### src/rtl/vfrag_pkg.sv
package vfrag_pkg;
  typedef enum logic [2:0] {
    ACT_NONE,
    ACT_START,
    ACT_STOP,
    ACT_BR,
    ACT_ADV
  } act_e;
endpackage

### src/rtl/vfrag_resolve.sv
module vfrag_resolve #(
  parameter int NUM_VP = 8
) (
  input  logic [NUM_VP-1:0] mask_i,
  input  logic [NUM_VP-1:0] taken_i,
  output logic [NUM_VP-1:0] taken_eff_o,
  output logic              none_o,
  output logic              all_o,
  output logic              mixed_o
);
  // Taken bits of inactive VPs are ignored.
  assign taken_eff_o = mask_i & taken_i;
  assign none_o      = ~|taken_eff_o;
  assign all_o       = (taken_eff_o == mask_i);
  assign mixed_o     = ~none_o & ~all_o;
endmodule

### src/rtl/vfrag_minsel.sv
module vfrag_minsel #(
  parameter int DEPTH = 8,
  parameter int PC_W  = 16,
  localparam int IDX_W = (DEPTH > 1) ? $clog2(DEPTH) : 1
) (
  input  logic [DEPTH-1:0]           vld_i,
  input  logic [DEPTH-1:0][PC_W-1:0] pc_i,
  output logic                       any_o,
  output logic [IDX_W-1:0]           idx_o
);
  logic [PC_W-1:0] best;

  always_comb begin
    any_o = 1'b0;
    idx_o = '0;
    best  = '1;
    for (int i = 0; i < DEPTH; i++) begin
      if (vld_i[i] && (!any_o || pc_i[i] < best)) begin
        any_o = 1'b1;
        best  = pc_i[i];
        idx_o = IDX_W'(i);
      end
    end
  end
endmodule

### src/rtl/vfrag_buf.sv
module vfrag_buf #(
  parameter int DEPTH  = 8,
  parameter int PC_W   = 16,
  parameter int NUM_VP = 8,
  localparam int IDX_W = (DEPTH > 1) ? $clog2(DEPTH) : 1
) (
  input  logic              clk_i,
  input  logic              rst_ni,
  input  logic [PC_W-1:0]   look_pc_i,
  output logic              look_hit_o,
  output logic [NUM_VP-1:0] look_mask_o,
  input  logic              rm_en_i,
  input  logic [PC_W-1:0]   tgt_pc_i,
  output logic              tgt_hit_o,
  input  logic              ins_en_i,
  input  logic [NUM_VP-1:0] ins_mask_i,
  input  logic              pop_en_i,
  output logic [PC_W-1:0]   pop_pc_o,
  output logic [NUM_VP-1:0] pop_mask_o,
  output logic              full_o,
  output logic              empty_o
);
  logic [DEPTH-1:0]             vld_q;
  logic [DEPTH-1:0][PC_W-1:0]   pc_q;
  logic [DEPTH-1:0][NUM_VP-1:0] mask_q;

  logic [IDX_W-1:0] look_idx, tgt_idx, free_idx, min_idx;
  logic             free_any, min_any;

  always_comb begin
    look_hit_o = 1'b0;
    look_idx   = '0;
    tgt_hit_o  = 1'b0;
    tgt_idx    = '0;
    free_any   = 1'b0;
    free_idx   = '0;
    for (int i = DEPTH - 1; i >= 0; i--) begin
      if (vld_q[i] && pc_q[i] == look_pc_i) begin
        look_hit_o = 1'b1;
        look_idx   = IDX_W'(i);
      end
      if (vld_q[i] && pc_q[i] == tgt_pc_i) begin
        tgt_hit_o = 1'b1;
        tgt_idx   = IDX_W'(i);
      end
      if (!vld_q[i]) begin
        free_any = 1'b1;
        free_idx = IDX_W'(i);
      end
    end
  end

  vfrag_minsel #(.DEPTH(DEPTH), .PC_W(PC_W)) i_minsel (
    .vld_i (vld_q),
    .pc_i  (pc_q),
    .any_o (min_any),
    .idx_o (min_idx)
  );

  assign look_mask_o = mask_q[look_idx];
  assign pop_pc_o    = pc_q[min_idx];
  assign pop_mask_o  = mask_q[min_idx];
  assign full_o      = ~free_any;
  assign empty_o     = ~min_any;

  always_ff @(posedge clk_i or negedge rst_ni) begin
    if (!rst_ni) begin
      vld_q  <= '0;
      pc_q   <= '0;
      mask_q <= '0;
    end else begin
      if (ins_en_i) begin
        if (tgt_hit_o) begin
          mask_q[tgt_idx] <= mask_q[tgt_idx] | ins_mask_i;
        end else if (free_any) begin
          vld_q[free_idx]  <= 1'b1;
          pc_q[free_idx]   <= tgt_pc_i;
          mask_q[free_idx] <= ins_mask_i;
        end
      end
      if (rm_en_i && look_hit_o) vld_q[look_idx] <= 1'b0;
      if (pop_en_i && min_any)   vld_q[min_idx]  <= 1'b0;
    end
  end
endmodule

### src/rtl/vfrag_ctrl.sv
module vfrag_ctrl
  import vfrag_pkg::*;
#(
  parameter int NUM_VP = 8,
  parameter int PC_W   = 16,
  parameter int DEPTH  = 8
) (
  input  logic              clk_i,
  input  logic              rst_ni,
  input  logic              start_i,
  input  logic [PC_W-1:0]   start_pc_i,
  input  logic [NUM_VP-1:0] start_mask_i,
  input  logic              stop_i,
  input  logic              br_valid_i,
  input  logic [PC_W-1:0]   br_target_i,
  input  logic [NUM_VP-1:0] br_taken_i,
  input  logic              adv_i,
  output logic [PC_W-1:0]   pc_o,
  output logic [NUM_VP-1:0] mask_o,
  output logic              done_o,
  output logic              stall_o
);
  logic              run_q, run_d;
  logic [PC_W-1:0]   pc_q, pc_d;
  logic [NUM_VP-1:0] mask_q, mask_d;
  act_e              act;

  logic [NUM_VP-1:0] taken_eff;
  logic              br_none, br_all, br_mixed;
  logic [PC_W-1:0]   seq_pc, look_pc;
  logic              br_split, stall, merge_en;

  logic              look_hit, tgt_hit, buf_full, buf_empty;
  logic [NUM_VP-1:0] look_mask, pop_mask;
  logic [PC_W-1:0]   pop_pc;

  vfrag_resolve #(.NUM_VP(NUM_VP)) i_resolve (
    .mask_i      (mask_q),
    .taken_i     (br_taken_i),
    .taken_eff_o (taken_eff),
    .none_o      (br_none),
    .all_o       (br_all),
    .mixed_o     (br_mixed)
  );

  always_comb begin
    if (!run_q)          act = (start_i && |start_mask_i) ? ACT_START : ACT_NONE;
    else if (stop_i)     act = ACT_STOP;
    else if (br_valid_i) act = ACT_BR;
    else if (adv_i)      act = ACT_ADV;
    else                 act = ACT_NONE;
  end

  assign seq_pc   = pc_q + PC_W'(1);
  // A split whose target is the next PC rejoins at once: keep the group whole.
  assign br_split = (act == ACT_BR) && br_mixed && (br_target_i != seq_pc);
  assign stall    = br_split && buf_full && !tgt_hit;
  assign look_pc  = (act == ACT_BR && br_all) ? br_target_i : seq_pc;
  assign merge_en = ((act == ACT_BR) && !stall) || (act == ACT_ADV);

  vfrag_buf #(.DEPTH(DEPTH), .PC_W(PC_W), .NUM_VP(NUM_VP)) i_buf (
    .clk_i       (clk_i),
    .rst_ni      (rst_ni),
    .look_pc_i   (look_pc),
    .look_hit_o  (look_hit),
    .look_mask_o (look_mask),
    .rm_en_i     (merge_en),
    .tgt_pc_i    (br_target_i),
    .tgt_hit_o   (tgt_hit),
    .ins_en_i    (br_split && !stall),
    .ins_mask_i  (taken_eff),
    .pop_en_i    (act == ACT_STOP),
    .pop_pc_o    (pop_pc),
    .pop_mask_o  (pop_mask),
    .full_o      (buf_full),
    .empty_o     (buf_empty)
  );

  always_comb begin
    run_d  = run_q;
    pc_d   = pc_q;
    mask_d = mask_q;
    unique case (act)
      ACT_START: begin
        run_d  = 1'b1;
        pc_d   = start_pc_i;
        mask_d = start_mask_i;
      end
      ACT_STOP: begin
        if (buf_empty) begin
          run_d  = 1'b0;
          mask_d = '0;
        end else begin
          pc_d   = pop_pc;
          mask_d = pop_mask;
        end
      end
      ACT_BR: begin
        if (!stall) begin
          if (br_all)        pc_d = br_target_i;
          else if (br_split) begin
            pc_d   = seq_pc;
            mask_d = mask_q & ~taken_eff;
          end else           pc_d = seq_pc;
        end
      end
      ACT_ADV: pc_d = seq_pc;
      default: ;
    endcase
    if (merge_en && look_hit) mask_d = mask_d | look_mask;
  end

  always_ff @(posedge clk_i or negedge rst_ni) begin
    if (!rst_ni) begin
      run_q  <= 1'b0;
      pc_q   <= '0;
      mask_q <= '0;
    end else begin
      run_q  <= run_d;
      pc_q   <= pc_d;
      mask_q <= mask_d;
    end
  end

  assign pc_o    = pc_q;
  assign mask_o  = mask_q;
  assign done_o  = ~run_q;
  assign stall_o = stall;

  // br_none is folded into the default fall-through path
  logic unused_none;
  assign unused_none = br_none;
endmodule

### config.mk
export PLATFORM = sky130hd
export DESIGN_NAME = vfrag_ctrl
export DESIGN_NICKNAME = d
export VERILOG_FILES = /design/src/rtl/vfrag_pkg.sv /design/src/rtl/vfrag_resolve.sv /design/src/rtl/vfrag_minsel.sv /design/src/rtl/vfrag_buf.sv /design/src/rtl/vfrag_ctrl.sv
export SDC_FILE = /design/constraint.sdc
export NUM_CORES = 1
export LEC_CHECK = 0
export BUFFER_PORTS_ARGS = -buffer_cell sky130_fd_sc_hd__buf_2
export CAP_MARGIN = 10
export CORE_AREA = 2 2 184 259
export CTS_CLUSTER_SIZE = 14
export DETAILED_ROUTE_END_ITERATION = 8
export DIE_AREA = 0 0 186 261
export GPL_TIMING_DRIVEN = 0
export RECOVER_POWER = 25
export SLEW_MARGIN = 20
export SYNTH_ARGS = -nofsm -noshare
export SYNTH_HDL_FRONTEND = slang
export SYNTH_SLANG_ARGS = --single-unit
export TNS_END_PERCENT = 1
### constraint.sdc
create_clock -name clk_i -period 21.6 [get_ports clk_i]
set_clock_uncertainty 0.2 [all_clocks]
set_input_delay 1.08 -clock clk_i [delete_from_list [all_inputs] [get_ports clk_i]]
set_output_delay 1.08 -clock clk_i [all_outputs]
set_load 0.01 [all_outputs]
; ---- Yosys cells after proc, flatten, opt, wreduce, memory -nomap -nowiden
; Index checks and enable logic that the tools add are counted.
[totals]
ff_bits = 225
inputBits = 54
elab_cells = 257
[classes]
add_sub_neg = 1
magnitude_cmp = 15
eq_ne = 25
n_mux = 118
n_bitwise = 15
reduce_logical = 63
[ops]
columns = cell, n
row1 = 16-bit equality test, 16
row2 = 16-bit two-way mux, 13
row3 = 128-bit bitwise mux, 1
row4 = 64-bit bitwise mux, 2
row5 = 64-bit two-way mux, 2
row6 = 8-bit two-way mux, 15
row7 = 16-bit less-than comparator, 7
row8 = 3-bit two-way mux, 34
row9 = 8-bit binary-select mux with 3-bit select, 3
row10 = 16-bit one-hot mux with 4 select lines, 1
row11 = 16-bit binary-select mux with 3-bit select, 1
row12 = 16-bit demux with 3-bit select, 1
row13 = 8-bit demux with 3-bit select, 2
row14 = 1-bit two-way mux, 38
row15 = 1-bit logical AND, 37
row16 = 8-bit bitwise AND, 4
row17 = 8-bit NOT, 3
row18 = 8-bit OR, 3
row19 = 8-bit one-hot mux with 3 select lines, 1
row20 = "16-bit by 1-bit adder with 16-bit output, second input constant", 1
row21 = "3-bit by 4-bit less-than comparator with 1-bit output, second input constant", 4
row22 = 16-bit != test, 1
row23 = 8-bit OR reduction, 2
row24 = "3-bit by 1-bit >= comparator with 1-bit output, second input constant", 4
row25 = 15 further kinds, 41

; ---- Depth between registers and ports, before layout
[logic_depth]
ltp_word = 36
ltp_mapped = 106
mapped_depth_nobuf = 90

; ---- Hierarchy
; From an unflattened synthesis, not the netlist that was laid out.
[hier_totals]
hier_cells = 2451
hier_area_um2 = 21344.2
[modules_own_cells]
columns = mod, n_inst, cells_per_inst, area_per_inst_um2
row1 = vfrag_buf, 1, 1456, 14179.8
row2 = vfrag_minsel, 1, 629, 4383.0
row3 = vfrag_ctrl, 1, 341, 2623.8
row4 = vfrag_resolve, 1, 25, 157.7

; ---- Least setup slack after synthesis
; OpenSTA, ideal clock, no wires.
[synth_timing]
kind = register to register
from = register i_buf.vld_q[0]
to = register mask_q[0] (netlist: mask_o[0])
arrival_time_ps = 16750
required_ps = 21335
path_slack_ps = 4585
path_stages_with_launch = 105
path_buffers = 17
period_less_slack_ps = 17015
cell_sequence = dfrtp_1 buf_2 clkbuf_1 nor2b_1 ha_1 nand4_1 nor4_2 o211ai_1 nand2_1 clkbuf_1 clkbuf_1 nor2_1 a21oi_1 inv_1 ha_1 and4_1 or2_2 o211ai_1 (+69 left out) nor2b_1 o21ai_0 nand2b_1 a21oi_1 nor2b_1 o21ai_0 nand2b_1 a21oi_1 o211ai_1 a21o_1 a221oi_1 a31oi_2 buf_4 nand2_2 buf_2 o221ai_1 a31oi_1 a31o_1
[synth_via]
elab_chain_len = 35
elab_cells_between_ends = 73
cone_classes = order compare: 7 / mux: 34 / bitwise: 2 / reduce/logical: 30
[synth_rtl]
columns = item, line_no
row1 = start: declaration, vfrag_buf.sv:23  ; logic [DEPTH-1:0] vld_q;
row2 = start signal: assignment, vfrag_buf.sv:68  ; vld_q <= '0;
row3 = start signal: indexed assignment, vfrag_buf.sv:76  ; vld_q[free_idx] <= 1'b1;
row4 = start signal: indexed assignment, vfrag_buf.sv:81  ; if (rm_en_i && look_hit_o) vld_q[look_idx] <= 1'b0;
row5 = 16-bit two-way mux / 1-bit two-way mux (equally long branches), vfrag_minsel.sv:18  ; if (vld_i[i] && (!any_o || pc_i[i] < best)) begin
row6 = 16-bit less-than comparator / 1-bit zero test (equally long branches), vfrag_minsel.sv:18
row7 = 1-bit logical OR, vfrag_minsel.sv:18
row8 = 1-bit logical AND, vfrag_minsel.sv:18
row9 = 16-bit two-way mux / 1-bit two-way mux (equally long branches), vfrag_minsel.sv:18
row10 = 16-bit less-than comparator / 1-bit zero test (equally long branches), vfrag_minsel.sv:18
row11 = 1-bit logical OR, vfrag_minsel.sv:18
row12 = 1-bit logical AND, vfrag_minsel.sv:18
row13 = (+20 left out), -
row14 = 3-bit two-way mux, vfrag_minsel.sv:18
row15 = 8-bit binary-select mux with 3-bit select, vfrag_buf.sv:62  ; assign pop_mask_o = mask_q[min_idx];
row16 = 8-bit two-way mux (not written as such), vfrag_buf.sv:62
row17 = 8-bit two-way mux, vfrag_ctrl.sv:90  ; if (buf_empty) begin
row18 = 8-bit one-hot mux with 3 select lines, vfrag_ctrl.sv:83  ; unique case (act)
row19 = 8-bit OR, vfrag_ctrl.sv:110  ; if (merge_en && look_hit) mask_d = mask_d | look_mask;
row20 = 8-bit two-way mux *, vfrag_ctrl.sv:110
row21 = net mask_d[0], vfrag_ctrl.sv:25  ; logic [NUM_VP-1:0] mask_q, mask_d;
row22 = end signal: assignment, vfrag_ctrl.sv:121  ; mask_q <= mask_d;
row23 = end: declaration, vfrag_ctrl.sv:25
; Mark *: on every way through the listed nets, which the timed path passes. The rest lies on a longest branch. The select of a mux whose other input is x is not followed.
; A chain may end at the register's enable or synchronous reset.

; ---- Final worst setup path
[layout_timing]
from = register i_buf.vld_q[0]
to = register pc_q[2] (netlist: pc_o[2])
[layout_via]
elab_chain_len = 33
elab_cells_between_ends = 64
cone_classes = order compare: 7 / eq/ne: 2 / mux: 28 / bitwise: 1 / reduce/logical: 26
[layout_rtl]
columns = item, line_no
row1 = 16-bit two-way mux / 1-bit two-way mux (equally long branches), vfrag_minsel.sv:18
row2 = 16-bit less-than comparator / 1-bit zero test (equally long branches), vfrag_minsel.sv:18
row3 = 1-bit logical OR, vfrag_minsel.sv:18
row4 = 1-bit logical AND, vfrag_minsel.sv:18
row5 = 16-bit two-way mux / 1-bit two-way mux (equally long branches), vfrag_minsel.sv:18
row6 = 16-bit less-than comparator / 1-bit zero test (equally long branches), vfrag_minsel.sv:18
row7 = 1-bit logical OR, vfrag_minsel.sv:18
row8 = 1-bit logical AND, vfrag_minsel.sv:18
row9 = (+17 left out), -
row10 = 16-bit less-than comparator / 1-bit zero test (equally long branches), vfrag_minsel.sv:18
row11 = 1-bit logical OR, vfrag_minsel.sv:18
row12 = 1-bit logical AND, vfrag_minsel.sv:18
row13 = 3-bit two-way mux, vfrag_minsel.sv:18
row14 = 16-bit binary-select mux with 3-bit select, vfrag_buf.sv:61  ; assign pop_pc_o = pc_q[min_idx];
row15 = 16-bit two-way mux (not written as such), vfrag_buf.sv:61
row16 = 16-bit two-way mux, vfrag_ctrl.sv:90
row17 = 16-bit one-hot mux with 4 select lines, vfrag_ctrl.sv:83
row18 = end signal: assignment, vfrag_ctrl.sv:120  ; pc_q <= pc_d;
row19 = end: declaration, vfrag_ctrl.sv:24  ; logic [PC_W-1:0] pc_q, pc_d;
; Parallel ways exist; a longest one is shown, timed or not. The select of a mux whose other input is x is not followed.

==> metrics.md <==
| Metric | Value |
|---|---|
| Post-route fraction of the period consumed by the critical path | `0.943` |
| Worst IR Drop VDD | `0.121 mV` |
| Leakage dissipation | `0.00998 uW` |
| XOR/XNOR Fraction of Synth Area | `0.123` |
| Startpoint of the most critical register-to-register path | `i_buf.vld_q[0]` |
| Worst slack on hold paths | `0.339 ns` |
| Global-route wire length before repair | `roughly 150 mm` |
| R2r endpoint | `pc_o[2]` |
| Portion of the post-synthesis area used by sequential elements | `0.273` |
| Kind of capture point of the worst setup path | `register` |
| Leading cell types by count after synthesis | `sky130_fd_sc_hd__nand2_1 (428), sky130_fd_sc_hd__dfrtp_1 (225), sky130_fd_sc_hd__nor2_1 (203)` |
| Cell types with the largest area share after synthesis | `sky130_fd_sc_hd__dfrtp_1 (27%), sky130_fd_sc_hd__nand2_1 (7.8%), sky130_fd_sc_hd__xor2_1 (6.4%)` |
| Hold Buf Count CTS | `0` |
| Maximum number of pins on one net before global-route repair | `94` |
| Post-synthesis to final-layout area growth | `11.7%` |
| CTS sink cnt | `about 230` |
| Net count reported at finish | `2880` |
| Iteration count of the initial detailed-routing pass | `9` |
| Sequential Power Share | `0.182` |
| Worst hold path cell count | `2` |
| Drc violations | `0` |
| Vias after detailed routing | `~22000` |
| Inserted Clock Buffers | `28` |
| Number of synthesis warnings | `0` |
| Final-report max-slew violation count | `230` |
| Switching power | `2150 uW` |
| Total number of H-tree levels | `1` |
| Number of buffers between clock root and the deepest sink | `3` |
| Hold-critical path endpoint | `i_buf.mask_q[39]` |
| Via count of the first global-routing pass | `21392` |
| Start point of the worst hold path | `i_buf.mask_q[39]` |
| Most instantiated library cell after synthesis | `sky130_fd_sc_hd__nand2_1` |
| Highest Clock Rate | `0.0491 GHz` |
| Total congestion overflow after global routing | `0` |
| Main combinational cell family by area after synthesis | `simple AND/OR/NAND/NOR gates` |
| Reg clk slew, reported paths | `about 0.08 ns` |
| Type of the setup path with the least slack | `reg2reg` |
| Wire per inst | `32.2 um` |
| Post-Synthesis Net Count | `2773` |
| Clock root buffer master | `sky130_fd_sc_hd__clkbuf_16` |
| Area share of and/or/nand/nor cells after synthesis | `0.212` |
| Area of the die | `48500 um2` |
| Logic pwr share | `0.681` |
| Min-Delay Path Class | `reg2reg` |
| Chip height | `~260 um` |
| FF-to-FF setup slack | `1.24 ns` |
| Antenna violations before repair | `2` |
| Setup TNS | `0 ns` |
| Global placer's final weighted congestion | `around 1.1` |
| Fraction of final layout cells with drive strength greater than 1 | `0.130` |
| Synth Cell Area | `20600 um2` |
| Critical path arrival | `around 21 ns` |
| Failing checks | `capacitance limit, slew limit` |
| Number of flops mapped to enable cells by yosys | `0` |
| Antenna cells | `0` |
| Total power draw | `roughly 3800 uW` |
| Required time of the worst setup path | `around 22 ns` |
| Core Rows | `94` |
| Portion of netlist area occupied by mux cells | `0.0958` |
| Initial core utilization | `0.444` |
| Cell taking the most area after synthesis | `sky130_fd_sc_hd__dfrtp_1` |
| #FFs+latches synth | `approximately 230` |
| Area share of the leading cell type in the synthesized netlist | `0.273` |
| Fraction of the mapped netlist area in adder cells | `0.0587` |
| Cell at the slowest stage of the critical path | `sky130_fd_sc_hd__a31oi_1` |
| Top FF cell, synth | `sky130_fd_sc_hd__dfrtp_1` |
| Die width | `186 um` |
| Final Hold Viols | `0` |
| Crit path launch | `i_buf.vld_q[0]` |
| Worst slew pin tran | `5.25 ns` |
| Critical Path Most Common Cell | `sky130_fd_sc_hd__a21oi_1` |
| Synthesized area per cell | `7.86 um2` |
| Max Cap Viol | `3` |
| GRT Util Overall | `0.444` |
| Fraction of registers with async set/reset | `1.00` |
| Worst path max stage delay | `a little under 0.6 ns` |
| Relative slew slack | `-2.50` |
| Detailed placement HPWL | `83.5 mm` |
| Clock latency at the later pin of the worst-skew pair | `0.61 ns` |
| I/O pins | `80` |
| Switching Share | `0.564` |
| Cell internal pwr | `between 1500 and 2000 uW` |
| Post-Synthesis Cells | `around 2600` |
| Number of different library cells in the post-synthesis netlist | `90` |
| Final period demand of the worst path | `around 20 ns` |
| Final setup violation count | `0` |
| Post-Route WL | `about 110 mm` |
| Power per Cell Area | `roughly 170 nW/um2` |
| Count of routing violations after the opening detailed-route iteration | `2403` |
| Share of power burned in the clock network | `0.137` |
| Crit start category | `register` |
| Vias/cell | `6.48` |
| R2r worst-path depth | `100` |
| CORE AREA | `around 46000 um2` |
| Critical-path maximum fanout | `13` |
| Synthesized-area fraction occupied by ao, oa, aoi and oai cells | `0.186` |
| Antenna Nets Post-Route | `0` |
| Clock tree from TritonCTS | `done` |
| Count of buffers from port buffering | `65` |
| Run status | `finished, violations left` |
## cell families (layout without fill, tap and decap cells)
logic type,Yosys count,count (layout)
AO/OA/AOI/OAI,618,618
XOR/XNOR,288,288
adder cells (fa/ha/maj),97,97
buffers and inverters,260,388
flip-flops,225,225
multiplexers,182,182
AND/OR/NAND/NOR,953,953
## placed cells by master (no fill, tap or decap), types with 14 or more instances in the layout
| cell type | synthesis | routed |
|---|---|---|
| sky130_fd_sc_hd__nand3_1 | 75 | 75 |
| sky130_fd_sc_hd__and3_1 | 14 | 14 |
| sky130_fd_sc_hd__nand2b_1 | 20 | 20 |
| sky130_fd_sc_hd__o221ai_1 | 28 | 27 |
| sky130_fd_sc_hd__ha_1 | 96 | 96 |
| sky130_fd_sc_hd__inv_1 | 102 | 102 |
| sky130_fd_sc_hd__nor2_1 | 203 | 203 |
| sky130_fd_sc_hd__nand4_1 | 56 | 56 |
| sky130_fd_sc_hd__nor3_1 | 20 | 19 |
| sky130_fd_sc_hd__nor2b_1 | 31 | 31 |
| sky130_fd_sc_hd__a21o_1 | 20 | 20 |
| sky130_fd_sc_hd__and2_1 | 15 | 15 |
| sky130_fd_sc_hd__xnor2_1 | 136 | 136 |
| sky130_fd_sc_hd__clkbuf_16 | 0 | 28 |
| sky130_fd_sc_hd__nor4_1 | 37 | 37 |
| sky130_fd_sc_hd__mux2_2 | 103 | 103 |
| sky130_fd_sc_hd__o21ai_0 | 181 | 176 |
| sky130_fd_sc_hd__buf_2 | 28 | 92 |
| sky130_fd_sc_hd__nand2_1 | 428 | 427 |
| sky130_fd_sc_hd__clkbuf_1 | 109 | 81 |
| sky130_fd_sc_hd__a21oi_1 | 194 | 185 |
| sky130_fd_sc_hd__a31o_1 | 14 | 14 |
| sky130_fd_sc_hd__xor2_1 | 151 | 151 |
| sky130_fd_sc_hd__a222oi_1 | 14 | 14 |
| sky130_fd_sc_hd__clkbuf_2 | 1 | 34 |
| sky130_fd_sc_hd__o22ai_1 | 22 | 22 |
| sky130_fd_sc_hd__a31oi_1 | 32 | 31 |
| sky130_fd_sc_hd__dfrtp_1 | 225 | 225 |
| sky130_fd_sc_hd__mux2i_1 | 77 | 65 |
## sequential cells by signal, indices dropped and copies added (netlist names)
register	count
i_buf.pc_q	128
i_buf.mask_q	64
pc_o	16
i_buf.vld_q	8
mask_o	8
run_q	1
## layout make-up
cell class	instances	area, um2
well taps	624	781
plain buffers	155	721
flip-flops and latches	225	5630
clock buffers	35	767
multi-input cells	2138	14100
inverters	104	390
clock inverters	16	218
fillers	4699	23400
repair buffers	78	428
## worst max-delay path by stage
stage | slack, ns | cells after the start | end
4_1_cts | 0.01 | 101 | pc_o[15]
6_report | 1.24 | 100 | pc_o[2]
2_1_floorplan | 4.58 | 104 | mask_o[0]
3_5_place_dp | -0.42 | 93 | mask_o[5]
5_1_grt | -0.04 | 105 | pc_o[9]
3_3_place_gp | -0.18 | 99 | pc_o[1]
## power by group through the flow
stage | sequential, uW | combinational [uW] | clock, uW
finish | 694 | 2590 | 522
CTS | 681 | 2470 | 523
global route | 691 | 2750 | 538
detailed placement | 688 | 2450 | 0
floorplan | 612 | 1570 | 0
global placement | 686 | 2400 | 0
## worst max-delay path: cells and delay by family, from the launching register on
family | cells | cell delay, ns
and+or+nand+nor | 30 | 4.80
AOI/OAI and AO/OA | 40 | 7.89
muxes | 4 | 1.07
buffers and inverters | 19 | 3.77
adders and majority gates | 7 | 2.11
DFF | 1 | 0.41
## per-layer routing
layer | track usage | wire length, um | share of wire
met5 | 0 | 13 | 0.00012
met4 | 0.438 | 13600 | 0.13
met3 | 0.0865 | 8620 | 0.079
met2 | 0.728 | 49700 | 0.46
met1 | 0.470 | 36600 | 0.34
## through the flow
stage | area [um2] | utilization | std cells | worst slack (ns)
6_report | 23000 | 0.496 | 3375 | 1.24
5_1_grt | 23000 | 0.496 | 3375 | -0.0387
4_1_cts | 22900 | 0.493 | 3371 | 0.0144
3_5_place_dp | 21900 | 0.472 | 3321 | -0.417
3_3_place_gp | 21700 | 0.468 | 3312 | -0.181
2_1_floorplan | 20600 | - | 2623 | 4.58
## repair_timing
item,CTS,global route
setup endpoints to repair,28,32
resized for setup,6,54
pin swaps,0,1
buffers inserted,0,1
gates cloned,0,0
hold endpoints to repair,0,0
Note: power is estimated with default switching activity, not from simulation.
